### config.mk
export PLATFORM = sky130hd
export DESIGN_NAME = card_detect_tracker
export DESIGN_NICKNAME = d
export VERILOG_FILES = /design/src/rtl/card_detect_tracker.sv
export SDC_FILE = /design/constraint.sdc
export NUM_CORES = 1
export LEC_CHECK = 0
export ABC_AREA = 1
export BUFFER_PORTS_ARGS = -buffer_cell sky130_fd_sc_hd__buf_2
export CAP_MARGIN = 5
export CORE_MARGIN = 2
export CORE_UTILIZATION = 45
export DETAILED_ROUTE_END_ITERATION = 10
export GPL_ROUTABILITY_DRIVEN = 1
export PLACE_DENSITY = 0.75
export SYNTH_ARGS = -nofsm -noshare
export SYNTH_HDL_FRONTEND = slang
export SYNTH_SLANG_ARGS = --single-unit
### constraint.sdc
create_clock -name clk -period 2.2 [get_ports clk]
set_input_delay 0.44 -clock clk [delete_from_list [all_inputs] [get_ports clk]]
set_output_delay 0.44 -clock clk [all_outputs]
set_load 0.01 [all_outputs]
### src/rtl/card_detect_tracker.sv
module card_detect_tracker #(
  parameter int unsigned SETTLE_CYCLES = 65536,
  parameter int unsigned SYNC_STAGES   = 2
) (
  input  logic clk,
  input  logic rst_n,
  input  logic sw_reset_all,
  input  logic detect_n_pin,
  input  logic wp_pin,
  input  logic bus_power_on,
  input  logic clk_enable_on,
  output logic detect_level,
  output logic wp_level,
  output logic settled,
  output logic card_present,
  output logic insert_pulse,
  output logic remove_pulse,
  output logic power_off_strobe,
  output logic clock_off_strobe
);
  localparam int CW = $clog2(SETTLE_CYCLES + 1);
  localparam logic [CW-1:0] LAST = CW'(SETTLE_CYCLES - 1);

  logic [SYNC_STAGES-1:0] cd_sync, wp_sync;
  logic cd_s, cd_last;
  logic [CW-1:0] cnt;
  logic settle_now, present_next, pull_hot;

  always_ff @(posedge clk or negedge rst_n)
    if (!rst_n) begin
      cd_sync <= '1;
      wp_sync <= '0;
    end else begin
      cd_sync <= {cd_sync[SYNC_STAGES-2:0], detect_n_pin};
      wp_sync <= {wp_sync[SYNC_STAGES-2:0], wp_pin};
    end

  assign cd_s         = cd_sync[SYNC_STAGES-1];
  assign detect_level = ~cd_s;
  assign wp_level     = wp_sync[SYNC_STAGES-1];
  assign present_next = ~cd_s;
  assign settle_now   = (cd_s == cd_last) && !settled && (cnt == LAST);
  assign pull_hot     = settle_now && !present_next && card_present;

  always_ff @(posedge clk or negedge rst_n)
    if (!rst_n) begin
      cd_last <= 1'b1;
      cnt     <= '0;
      settled <= 1'b0;
    end else begin
      cd_last <= cd_s;
      if (cd_s != cd_last) begin
        cnt     <= '0;
        settled <= 1'b0;
      end else if (!settled) begin
        if (cnt == LAST) settled <= 1'b1;
        else             cnt     <= cnt + 1'b1;
      end
    end

  always_ff @(posedge clk or negedge rst_n)
    if (!rst_n) begin
      card_present     <= 1'b0;
      insert_pulse     <= 1'b0;
      remove_pulse     <= 1'b0;
      power_off_strobe <= 1'b0;
      clock_off_strobe <= 1'b0;
    end else begin
      if (settle_now) card_present <= present_next;
      insert_pulse     <= settle_now && present_next && !card_present && !sw_reset_all;
      remove_pulse     <= pull_hot && !sw_reset_all;
      power_off_strobe <= pull_hot && bus_power_on && clk_enable_on;
      clock_off_strobe <= pull_hot && bus_power_on && clk_enable_on;
    end
endmodule


==> results of run 1 <==
==> cell families (layout without fill, tap and decap cells) <==
kind of cell / count (synthesis) / count (layout) / synth area share [%]
buffers and inverters: 29 / 49 / 9.00
adders and majority gates: 2 / 2 / 1.76
DFF: 27 / 27 / 47.9
and+or+nand+nor: 103 / 103 / 35.8
AOI/OAI and AO/OA: 15 / 15 / 5.47
==> worst max-delay path by stage <==
stage | from | end | slack, ns | cells after the start
after global placement | cnt[0] | cnt[13] | 0.24 | 14
final | cnt[0] | cnt[13] | 0.16 | 14
after CTS | cnt[0] | cnt[10] | 0.08 | 12
after floorplan | cnt[0] | cnt[13] | 0.33 | 14
after global routing | cnt[0] | cnt[10] | -0.001 | 12
after detailed placement | cnt[0] | cnt[10] | 0.12 | 12
==> flip-flops by register name (all words and copies together) (netlist names) <==
register,flops
clock_off_strobe,1
card_present,1
cd_sync,2
cnt,17
remove_pulse,1
settled,1
cd_last,1
wp_sync,2
insert_pulse,1
==> cell usage in the layout, fill, tap and decap left out, drive strengths merged <==
cell	netlist	final
ha	2	2
buf	3	19
clkbuf	0	3
nand2	45	45
nor2	32	32
a21oi	8	8
dfstp	3	3
clkinv	1	1
o31ai	1	1
o21ai	6	6
nand3	16	16
nand3b	1	1
nor3	5	5
nand4	4	4
inv	25	26
dfrtp	24	24
==> per-stage QoR <==
stage | hold WS, ns | total power, uW
after floorplan | 0.144 | 577
after global placement | 0.336 | 613
after detailed placement | 0.335 | 617
after CTS | 0.102 | 850
after global routing | 0.132 | 885
final | 0.0786 | 850
==> repair_timing <==
item | 4_1_cts | 5_1_grt
gates resized for setup | 0 | 1
setup buffers | 0 | 2
endpoints found under the hold margin | 0 | 0
setup endpoints to repair | 0 | 9
==> routing by layer <==
metal / up-vias / track usage [%] / part of all wire (%)
met5: - / 0 / 0
met4: 0 / 6.67 / 1.4
met3: 4 / 1.95 / 2.5
met2: 14 / 31.5 / 49
met1: 523 / 22.2 / 47
li1: 597 / - / -
==> power by group through the flow <==
stage               combinational (uW)  sequential, uW  clock, uW
finish                            89.6             523        237
global route                       102             525        257
CTS                               83.8             524        243
detailed placement                83.5             533          0
global placement                  81.1             532          0
floorplan                         42.0             535          0
==> worst max-delay path: stages (launching register included) <==
cell     delay, ns
dfrtp_1       0.46
ha_1          0.24
nand2_1       0.12
nor2_4        0.05
nand2_2       0.10
nor2_1        0.06
ha_1          0.17
inv_1         0.09
nand2_2       0.10
inv_2         0.14
nor2_8        0.07
nor2_2        0.16
nand3_1       0.09
nand2_1       0.06
nor2_1        0.04
==> layout make-up <==
cell class	instances	share of cell area, %
inverter	26	6.14
multi-input combinational	120	38.9
sequential	27	42.8
timing repair buffer	19	6.77
clock buffer	3	1.42
clock inverter	1	0.551
tap	44	3.46
==> qor.txt, run 1 <==
Outcome: finished, final reports clean
Initial antenna violation count: 0
Core ar.: 3030 um^2
Sw power: 229 uW
Worst slew margin: 59.9%
Largest area contributor in the netlist: dfrtp_1
Sequential area share after synthesis: 47.9%
Top Ports: 15
Mapped Area: 1420 um^2
Reg-to-Reg End: cnt[13]
DRT iter0 DRCs: 34
CTS Buffer Depth: 2
Via count: 1138
Final setup viols: 0
# H-tree levels: 1
Final instance area: 1590 um^2
PwrDens: 535 nW/um^2
Crit-path max FO: 7
TNS Setup: 0 ns
First-pass GRT wire length: 4920 um
Number of synthesized flops with an enable pin: 0
Post-route insts no fill: 240
Post-synth net total: 185
# clock sinks: 27
Die width: 60.1 um
Clock buffer count from CTS: 3
Via density: 4.74
Crit path kind: flop to flop
Count leader, synth: nand2_1
Slew @ Worst Pin: 0.601 ns
Area grow syn2layout: 12.1%
Area of the multi-input gates: 618 um^2
Cts hold-fix bufs: 0
Gp weighted congestion: 0.846
Final period util: 92.6%
Storage cell area: 679 um^2
Worst r2r src: cnt[0]
DIE AREA: 3620 um^2
Largest net degree at the start of global routing: 28
CTS root buffer: clkbuf_4
Hold WC Path Type: input port to asynchronous set/reset pin
Place WS: 0.118 ns
GRT Overall Usage: 17.8%
#FFs+latches synth: 27
Fin. Hold Viols: 0
Ant. Diodes: 0
Worst clock skew: 0.00215 ns
WP data arrival: 2.29 ns
Critical Path Source Type: flop
Maxcap violations: 0
DP Cell Count: 234
Layout cell share with drive strength beyond 1: 24.0%
Fraction of power spent switching nets: 26.9%
Flop pwr share: 61.5%
Worst-path clk slew: 0.16 ns
HPWL after DPL: 2020 um
VDD IR-drop max: 0.325 mV
Reg2reg path depth: 14
Synth cell count leaders: 40 x nand2_1, 26 x nor2_1, 24 x dfrtp_1
Vias in the first global route: 1194
FF-to-FF setup slack: 0.16 ns
Main synth FF type: dfrtp_1
Syn_area_per_cell: 8.05 um^2
Gr ovfl total: 0
Required @ worst endpoint: 2.45 ns
CTS tree: done
I/O Buffers: 14
Core Util, Final: 52.5%
Int Power: 622 uW
DRT antenna net count: 0
Final WL: 2730 um
Initial core utilization: 46.8%
Placed inst area: 1540 um^2
Syn. warnings: 0
Detailed-route wire length per cell: 11.4 um
Max Freq: 0.491 GHz
Async SR Flop Fraction: 100%
Slew Viols, Final: 0
CP Capture Type: flop
Router iterations before antenna repair: 4
Cell variety after synth: 25
Leakage power: 0.000783 uW
Ranking of synthesized cells by area: dfrtp_1 42%, nand2_1 11%, nor2_1 6.9%
Combinational share of power: 10.5%
Residual DRC: 0
Clk Latency, worst-skew pair: 0.34 ns
Fill count: 293
Post-Syn Instances: 176
Final #Nets: 206
Clk pwr share: 27.9%
Number of core rows: 20
Top-area cell type share of the netlist area: 42.4%
Worst setup margin: 0.162 ns
Fin crit period: 2.04 ns
Die Y-Extent: 60.1 um
Power figures use the tool's default switching activity.
==> run 2: changes to the inputs <==
--- a/config.mk
+++ b/config.mk
@@ -5,7 +5,6 @@
 export SDC_FILE = /design/constraint.sdc
 export NUM_CORES = 1
 export LEC_CHECK = 0
-export ABC_AREA = 1
 export BUFFER_PORTS_ARGS = -buffer_cell sky130_fd_sc_hd__buf_2
 export CAP_MARGIN = 5
 export CORE_MARGIN = 2
==> qor.txt, run 2 <==
Final WL: 2220 um (-19%)
Via density: 5.36 (+13%)
Final Hold Slack: 0.0806 ns (+0.00202 ns)
Initial core utilization: 48.0% (+1.2 points)
Reg-to-Reg End: cnt[14]
Clk Latency, worst-skew pair: 0.33 ns (about the same)
PwrDens: 545 nW/um^2 (+1.9%)
Cts hold-fix bufs: 0 (unchanged)
Initial antenna violation count: 0 (unchanged)
Global routing's busiest layer: met2
Async SR Flop Fraction: 100% (unchanged)
Place WS: 0.0127 ns (-0.106 ns)
Vias in the first global route: 924 (-23%)
Outcome: finished, final reports clean
Mapped Area: 1210 um^2 (-15%)
Synth cell count leaders: 24 x dfrtp_1, 14 x nor2_1, 9 x nand2_1
Worst-path clk slew: 0.14 ns (-0.02 ns)
Router iterations before antenna repair: 4 (unchanged)
Leading cell type in the layout, fill and taps excluded: dfrtp_1
Gp weighted congestion: 0.801 (-5.4%)
Hold WC Path Type: input port to asynchronous set/reset pin
Syn. warnings: 0 (unchanged)
CP peak stage delay: 0.42 ns (-0.04 ns)
Met3 usage: 2.79% (+0.84 points)
Die Y-Extent: 55.9 um (-7.1%)
Worst slew margin: 62.1% (+2.2 points)
Ant. Diodes: 0 (unchanged)
Post-synth net total: 124 (-33%)
First-pass GRT wire length: 3850 um (-22%)
Worst r2r src: cnt[6]
Required @ worst endpoint: 2.47 ns (+0.02 ns)
Worst setup path start: cnt[6]
Main synth FF type: dfrtp_1
RSZ-0062 raised after global routing: true
Residual DRC: 0 (unchanged)
Final period util: 97.6% (+4.9 points)
Number of synthesized flops with an enable pin: 0 (unchanged)
Crit-path max FO: 5 (-2)
Largest net degree at the start of global routing: 28 (unchanged)
Crit path kind: flop to flop
CTS Buffer Depth: 2 (unchanged)
Fraction of power spent switching nets: 24.4% (-2.5 points)
Layout cell share with drive strength beyond 1: 32.4% (+8.4 points)
Area grow syn2layout: 21.4%
Overall power: 802 uW (-5.7%)
Slew @ Worst Pin: 0.568 ns (-0.0327 ns)
Max Freq: 0.466 GHz (-5.1%)
Critical path's slowest cell: or4_4
DRT iter0 DRCs: 15 (-56%)
Met1 usage: 19.1% (-3.2 points)
Count leader, synth: dfrtp_1
Regs by FF count: cnt: 17 flops, cd_sync: 2 flops, wp_sync: 2 flops
Largest area contributor in the netlist: dfrtp_1
Combinational share of power: 7.7% (-2.8 points)
Placed inst area: 1390 um^2 (-9.5%)
Detailed-route wire length per cell: 12.7 um (+11%)
Cells along the critical path: and4_4, nand4_4, nor3_1, ha_1, or2_1, or3_4, or4_4, a21oi_2
Fill count: 240 (-18%)
Final #Nets: 155 (-25%)
#FFs+latches synth: 27 (unchanged)
Top-area cell type share of the netlist area: 49.6% (+7.2 points)
FF-to-FF setup slack: 0.05 ns (-0.11 ns)
Worst setup margin: 0.0534 ns (-0.108 ns)
Flop pwr share: 65.3% (+3.8 points)
Register with the most flip-flops: cnt
Final instance area: 1470 um^2 (-7.5%)
Worst path buffer plus inverter count: 0 (-2)
I/O Buffers: 14 (unchanged)
# H-tree levels: 1 (unchanged)
Worst clock skew: 0.00506 ns (+0.00292 ns)
CTS tree: done
Ranking of synthesized cells by area: dfrtp_1 50%, dfstp_2 6.5%, xor2_1 5.1%
Post-Syn Instances: 115 (-35%)
Top delay family on crit path: simple AND/OR/NAND/NOR gates
Most frequent cells in the layout: 24 x dfrtp_1, 16 x buf_4, 14 x buf_2
Via count: 938 (-18%)
WP data arrival: 2.41 ns (+0.12 ns)
Clock buffer count from CTS: 3 (unchanged)
Slew Viols, Final: 0 (unchanged)
Core ar.: 2520 um^2 (-17%)
HPWL after DPL: 1650 um (-18%)
VDD IR-drop max: 0.505 mV (+55%)
Leakage power: 0.000673 uW (-14%)
Reg2reg path depth: 8 (-6)
Sequential area share after synthesis: 56.1% (+8.2 points)
CTS root buffer: clkbuf_4
Syn_area_per_cell: 10.5 um^2 (+31%)
Number of flip-flops in the largest register: 17 (unchanged)
Sw power: 195 uW (-14%)
DIE AREA: 3120 um^2 (-14%)
Gr ovfl total: 0 (unchanged)
Die width: 55.9 um (-7.1%)
Fin crit period: 2.15 ns (+0.108 ns)
Number of core rows: 18 (-10%)
Int Power: 606 uW (-2.5%)
Top Ports: 15 (unchanged)
DRT antenna net count: 0 (unchanged)
TNS Setup: 0 ns (unchanged)
CP Capture Type: flop
Met2 GRT Util: 28.1% (-3.5 points)
Clk pwr share: 27.0% (-0.9 points)
Final setup viols: 0 (unchanged)
Fin. Hold Viols: 0 (unchanged)
GRT Overall Usage: 15.5% (-2.3 points)
# clock sinks: 27 (unchanged)
Critical Path Source Type: flop
Cell variety after synth: 30 (+20%)
Maxcap violations: 0 (unchanged)
run 2: worst max-delay path by stage:
stage / to / slack, ns / cells after the start
finish: cnt[14] / 0.05 / 8
CTS: cnt[14] / 0.006 / 8
floorplan: cnt[14] / 0.007 / 8
global placement: cnt[14] / 0.12 / 8
detailed placement: cnt[14] / 0.01 / 8
global route: cnt[14] / -0.02 / 8
run 2: timing repair:
item / CTS / global route
gates resized for setup: 0 / 6
setup endpoints to repair: 1 / 6
pin swaps: 0 / 2
gates cloned: 0 / 0
buffers inserted: 1 / 3
endpoints found under the hold margin: 0 / 0
run 2: logic make-up (layout without fill, tap and decap cells):
kind of cell | Yosys count | in the layout | share of synthesized area [%]
simple gates | 49 | 49 | 22.7
flops | 27 | 27 | 56.1
compound gates | 18 | 18 | 8.78
xor+xnor | 10 | 10 | 7.23
buf+inv | 9 | 39 | 3.10
fa+ha+maj | 2 | 2 | 2.07
run 2: power by group through the flow:
stage,Sequential [uW],Clock (uW),Combinational [uW]
after floorplan,531,0,29.6
after global placement,532,0,55.6
after detailed placement,533,0,58.2
after CTS,524,219,58.3
after global routing,526,237,72.5
final,523,216,62.0
run 2: cell type report:
| class | instances | area [um^2] | share of cell area [%] |
|---|---|---|---|
| clock buffers | 3 | 22.5 | 1.53 |
| clock inverters | 1 | 7.51 | 0.511 |
| multi-input cells | 79 | 514 | 35.0 |
| inverters | 5 | 18.8 | 1.28 |
| flip-flops and latches | 27 | 679 | 46.2 |
| well taps | 30 | 37.5 | 2.55 |
| repair buffers | 30 | 190 | 12.9 |
run 2: layer usage:
layer / wire, um / share of wire, %
met1: 985 / 44
met2: 1160 / 52
met3: 38 / 1.7
met4: 34 / 1.5
met5: 0 / 0
run 2: per-stage QoR:
| stage | std cells | util [%] |
|---|---|---|
| global placement | 167 | 55.1 |
| CTS | 172 | 56.6 |
| floorplan | 115 | - |
| detailed placement | 167 | 55.1 |
| finish | 175 | 58.3 |
| global route | 175 | 58.3 |
==> run 3: changes to the inputs <==
--- a/config.mk
+++ b/config.mk
@@ -5,13 +5,14 @@
 export SDC_FILE = /design/constraint.sdc
 export NUM_CORES = 1
 export LEC_CHECK = 0
+export ABC_AREA = 0
 export BUFFER_PORTS_ARGS = -buffer_cell sky130_fd_sc_hd__buf_2
 export CAP_MARGIN = 5
 export CORE_MARGIN = 2
-export CORE_UTILIZATION = 45
+export CORE_UTILIZATION = 40
 export DETAILED_ROUTE_END_ITERATION = 10
 export GPL_ROUTABILITY_DRIVEN = 1
-export PLACE_DENSITY = 0.75
+export PLACE_DENSITY = 0.7
 export SYNTH_ARGS = -nofsm -noshare
 export SYNTH_HDL_FRONTEND = slang
 export SYNTH_SLANG_ARGS = --single-unit
==> qor.txt, run 3 (synthesized netlist as in run 2, its figures left out) <==
Ant. Diodes: 0 (unchanged)
I/O Buffers: 14 (unchanged)
Reg-to-Reg End: cnt[14]
Fin crit period: 2.12 ns (-0.0282 ns)
Critical path's slowest cell: dfrtp_1
PwrDens: 553 nW/um^2 (+1.5%)
Final setup viols: 0 (unchanged)
Critical Path Source Type: flop
Detailed-route wire length per cell: 13.0 um (+2.6%)
WP data arrival: 2.38 ns (-0.03 ns)
# clock sinks: 27 (unchanged)
Worst clock skew: 0.00913 ns (+0.00407 ns)
Gr ovfl total: 0 (unchanged)
Die width: 59.0 um (+5.6%)
TNS Setup: 0 ns (unchanged)
Regs by FF count: cnt: 17 flops, cd_sync: 2 flops, wp_sync: 2 flops
Slew @ Worst Pin: 0.572 ns (+0.00361 ns)
CTS tree: done
Die Y-Extent: 59.0 um (+5.6%)
Top Ports: 15 (unchanged)
Max Freq: 0.472 GHz (+1.3%)
Residual DRC: 0 (unchanged)
Maxcap violations: 0 (unchanged)
CP peak stage delay: 0.42 ns (about the same)
Worst r2r src: cnt[0]
Reg2reg path depth: 8 (unchanged)
DRT antenna net count: 0 (unchanged)
Leading cell type in the layout, fill and taps excluded: dfrtp_1
Worst setup margin: 0.0817 ns (+0.0282 ns)
Crit path kind: flop to flop
Slew Viols, Final: 0 (unchanged)
Leakage power: 0.000672 uW (-0.22%)
Crit-path max FO: 5 (unchanged)
Layout cell share with drive strength beyond 1: 31.9% (-0.47 points)
Fin. Hold Viols: 0 (unchanged)
# H-tree levels: 1 (unchanged)
VDD IR-drop max: 0.415 mV (-18%)
Place WS: 0.0526 ns (+0.0399 ns)
GRT Overall Usage: 14.9% (-0.59 points)
CP Capture Type: flop
Clock buffer count from CTS: 3 (unchanged)
FF-to-FF setup slack: 0.08 ns (+0.03 ns)
Most frequent cells in the layout: 24 x dfrtp_1, 15 x buf_4, 14 x buf_2
Worst setup path start: cnt[0]
Final period util: 96.3% (-1.3 points)
Initial core utilization: 43.2% (-4.8 points)
Number of flip-flops in the largest register: 17 (unchanged)
Register with the most flip-flops: cnt
DRT iter0 DRCs: 18 (+3)
Via count: 948 (+1.1%)
Final WL: 2280 um (+2.6%)
Worst slew margin: 61.9% (-0.24 points)
Core ar.: 2810 um^2 (+11%)
Gp weighted congestion: 0.811 (+1.2%)
Number of core rows: 19 (+1)
Clk Latency, worst-skew pair: 0.33 ns (about the same)
Cts hold-fix bufs: 0 (unchanged)
CTS root buffer: clkbuf_4
Worst path buffer plus inverter count: 0 (unchanged)
Final #Nets: 154 (-0.65%)
Vias in the first global route: 945 (+2.3%)
Required @ worst endpoint: 2.46 ns (about the same)
Area grow syn2layout: 21.4% (unchanged)
RSZ-0062 raised after global routing: false
Outcome: finished, final reports clean
Initial antenna violation count: 0 (unchanged)
Worst-path clk slew: 0.16 ns (+0.02 ns)
Via density: 5.42 (+1.1%)
Crit-path most repeated cell: ha_2
Top delay family on crit path: simple AND/OR/NAND/NOR gates
Cells along the critical path: ha_2, nand4_1, nor3_2, ha_2, or2_1, or3_4, or4_1, a21oi_1
HPWL after DPL: 1630 um (-1.4%)
DIE AREA: 3480 um^2 (+12%)
Largest net degree at the start of global routing: 28 (unchanged)
Router iterations before antenna repair: 4 (unchanged)
First-pass GRT wire length: 4000 um (+3.8%)
CTS Buffer Depth: 2 (unchanged)
Hold WC Path Type: input port to asynchronous set/reset pin
==> run 3: changes by cell type in the layout (fill, tap and decap cells not counted), sizes merged <==
cell,previous run,this run
clkinvlp,1,0
buf,30,29
inv,5,6
==> run 3: per-stage QoR <==
stage          utilization [%]  instances  area, um^2  power [uW]  hold WS (ns)
3_5_place_dp              49.6        168        1390         592         0.341
6_report                  52.4        175        1470         814        0.0766
5_1_grt                   52.4        175        1470         858         0.108
2_1_floorplan                -        115        1210         561         0.144
4_1_cts                   50.7        172        1420         818        0.0983
3_3_place_gp              49.6        168        1390         588         0.332
==> run 3: layout make-up <==
class,instances,area [um^2]
Clock buffer,3,22.5
Tap cell,31,38.8
Fill cell,257,1340
Sequential cell,27,679
Inverter,5,18.8
Clock inverter,1,8.76
Timing Repair Buffer,29,183
Multi-Input combinational cell,79,519
==> run 3: worst max-delay path by stage <==
| stage | to | slack [ns] | cells past startpoint |
|---|---|---|---|
| 6_report | cnt[14] | 0.08 | 8 |
| 5_1_grt | cnt[7] | 0.002 | 10 |
| 4_1_cts | cnt[11] | 0.02 | 10 |
| 3_5_place_dp | cnt[11] | 0.05 | 10 |
| 3_3_place_gp | cnt[11] | 0.11 | 10 |
| 2_1_floorplan | cnt[14] | 0.007 | 8 |
==> run 3: worst register-to-register path, stage by stage (launching register included) <==
cell and delay (ns):
dfrtp_1 0.42, ha_2 0.19, nand4_1 0.11, nor3_2 0.05, ha_2 0.16, or2_1 0.22
or3_4 0.36, or4_1 0.40, a21oi_1 0.13
==> run 3: per-layer routing <==
metal | vias to the layer above | wire [um] | track usage [%]
li1 | 462 | - | -
met1 | 480 | 981 | 18.5
met2 | 4 | 1250 | 26.7
met3 | 2 | 28 | 1.97
met4 | 0 | 20 | 5.19
met5 | - | 0 | 0
==> run 3: what timing repair did <==
action                     in CTS  in global routing
setup endpoints to repair       0                  6
setup buffers                   0                  3
resized for setup               0                  7
==> run 3: power by group <==
group / leakage, uW / switching (uW) / internal [uW]
Combinational: 0.000294 / 38.4 / 24.5
Clock: 0.0000183 / 153 / 74.1
Sequential: 0.000360 / 11.0 / 512
Total: 0.000672 / 203 / 611
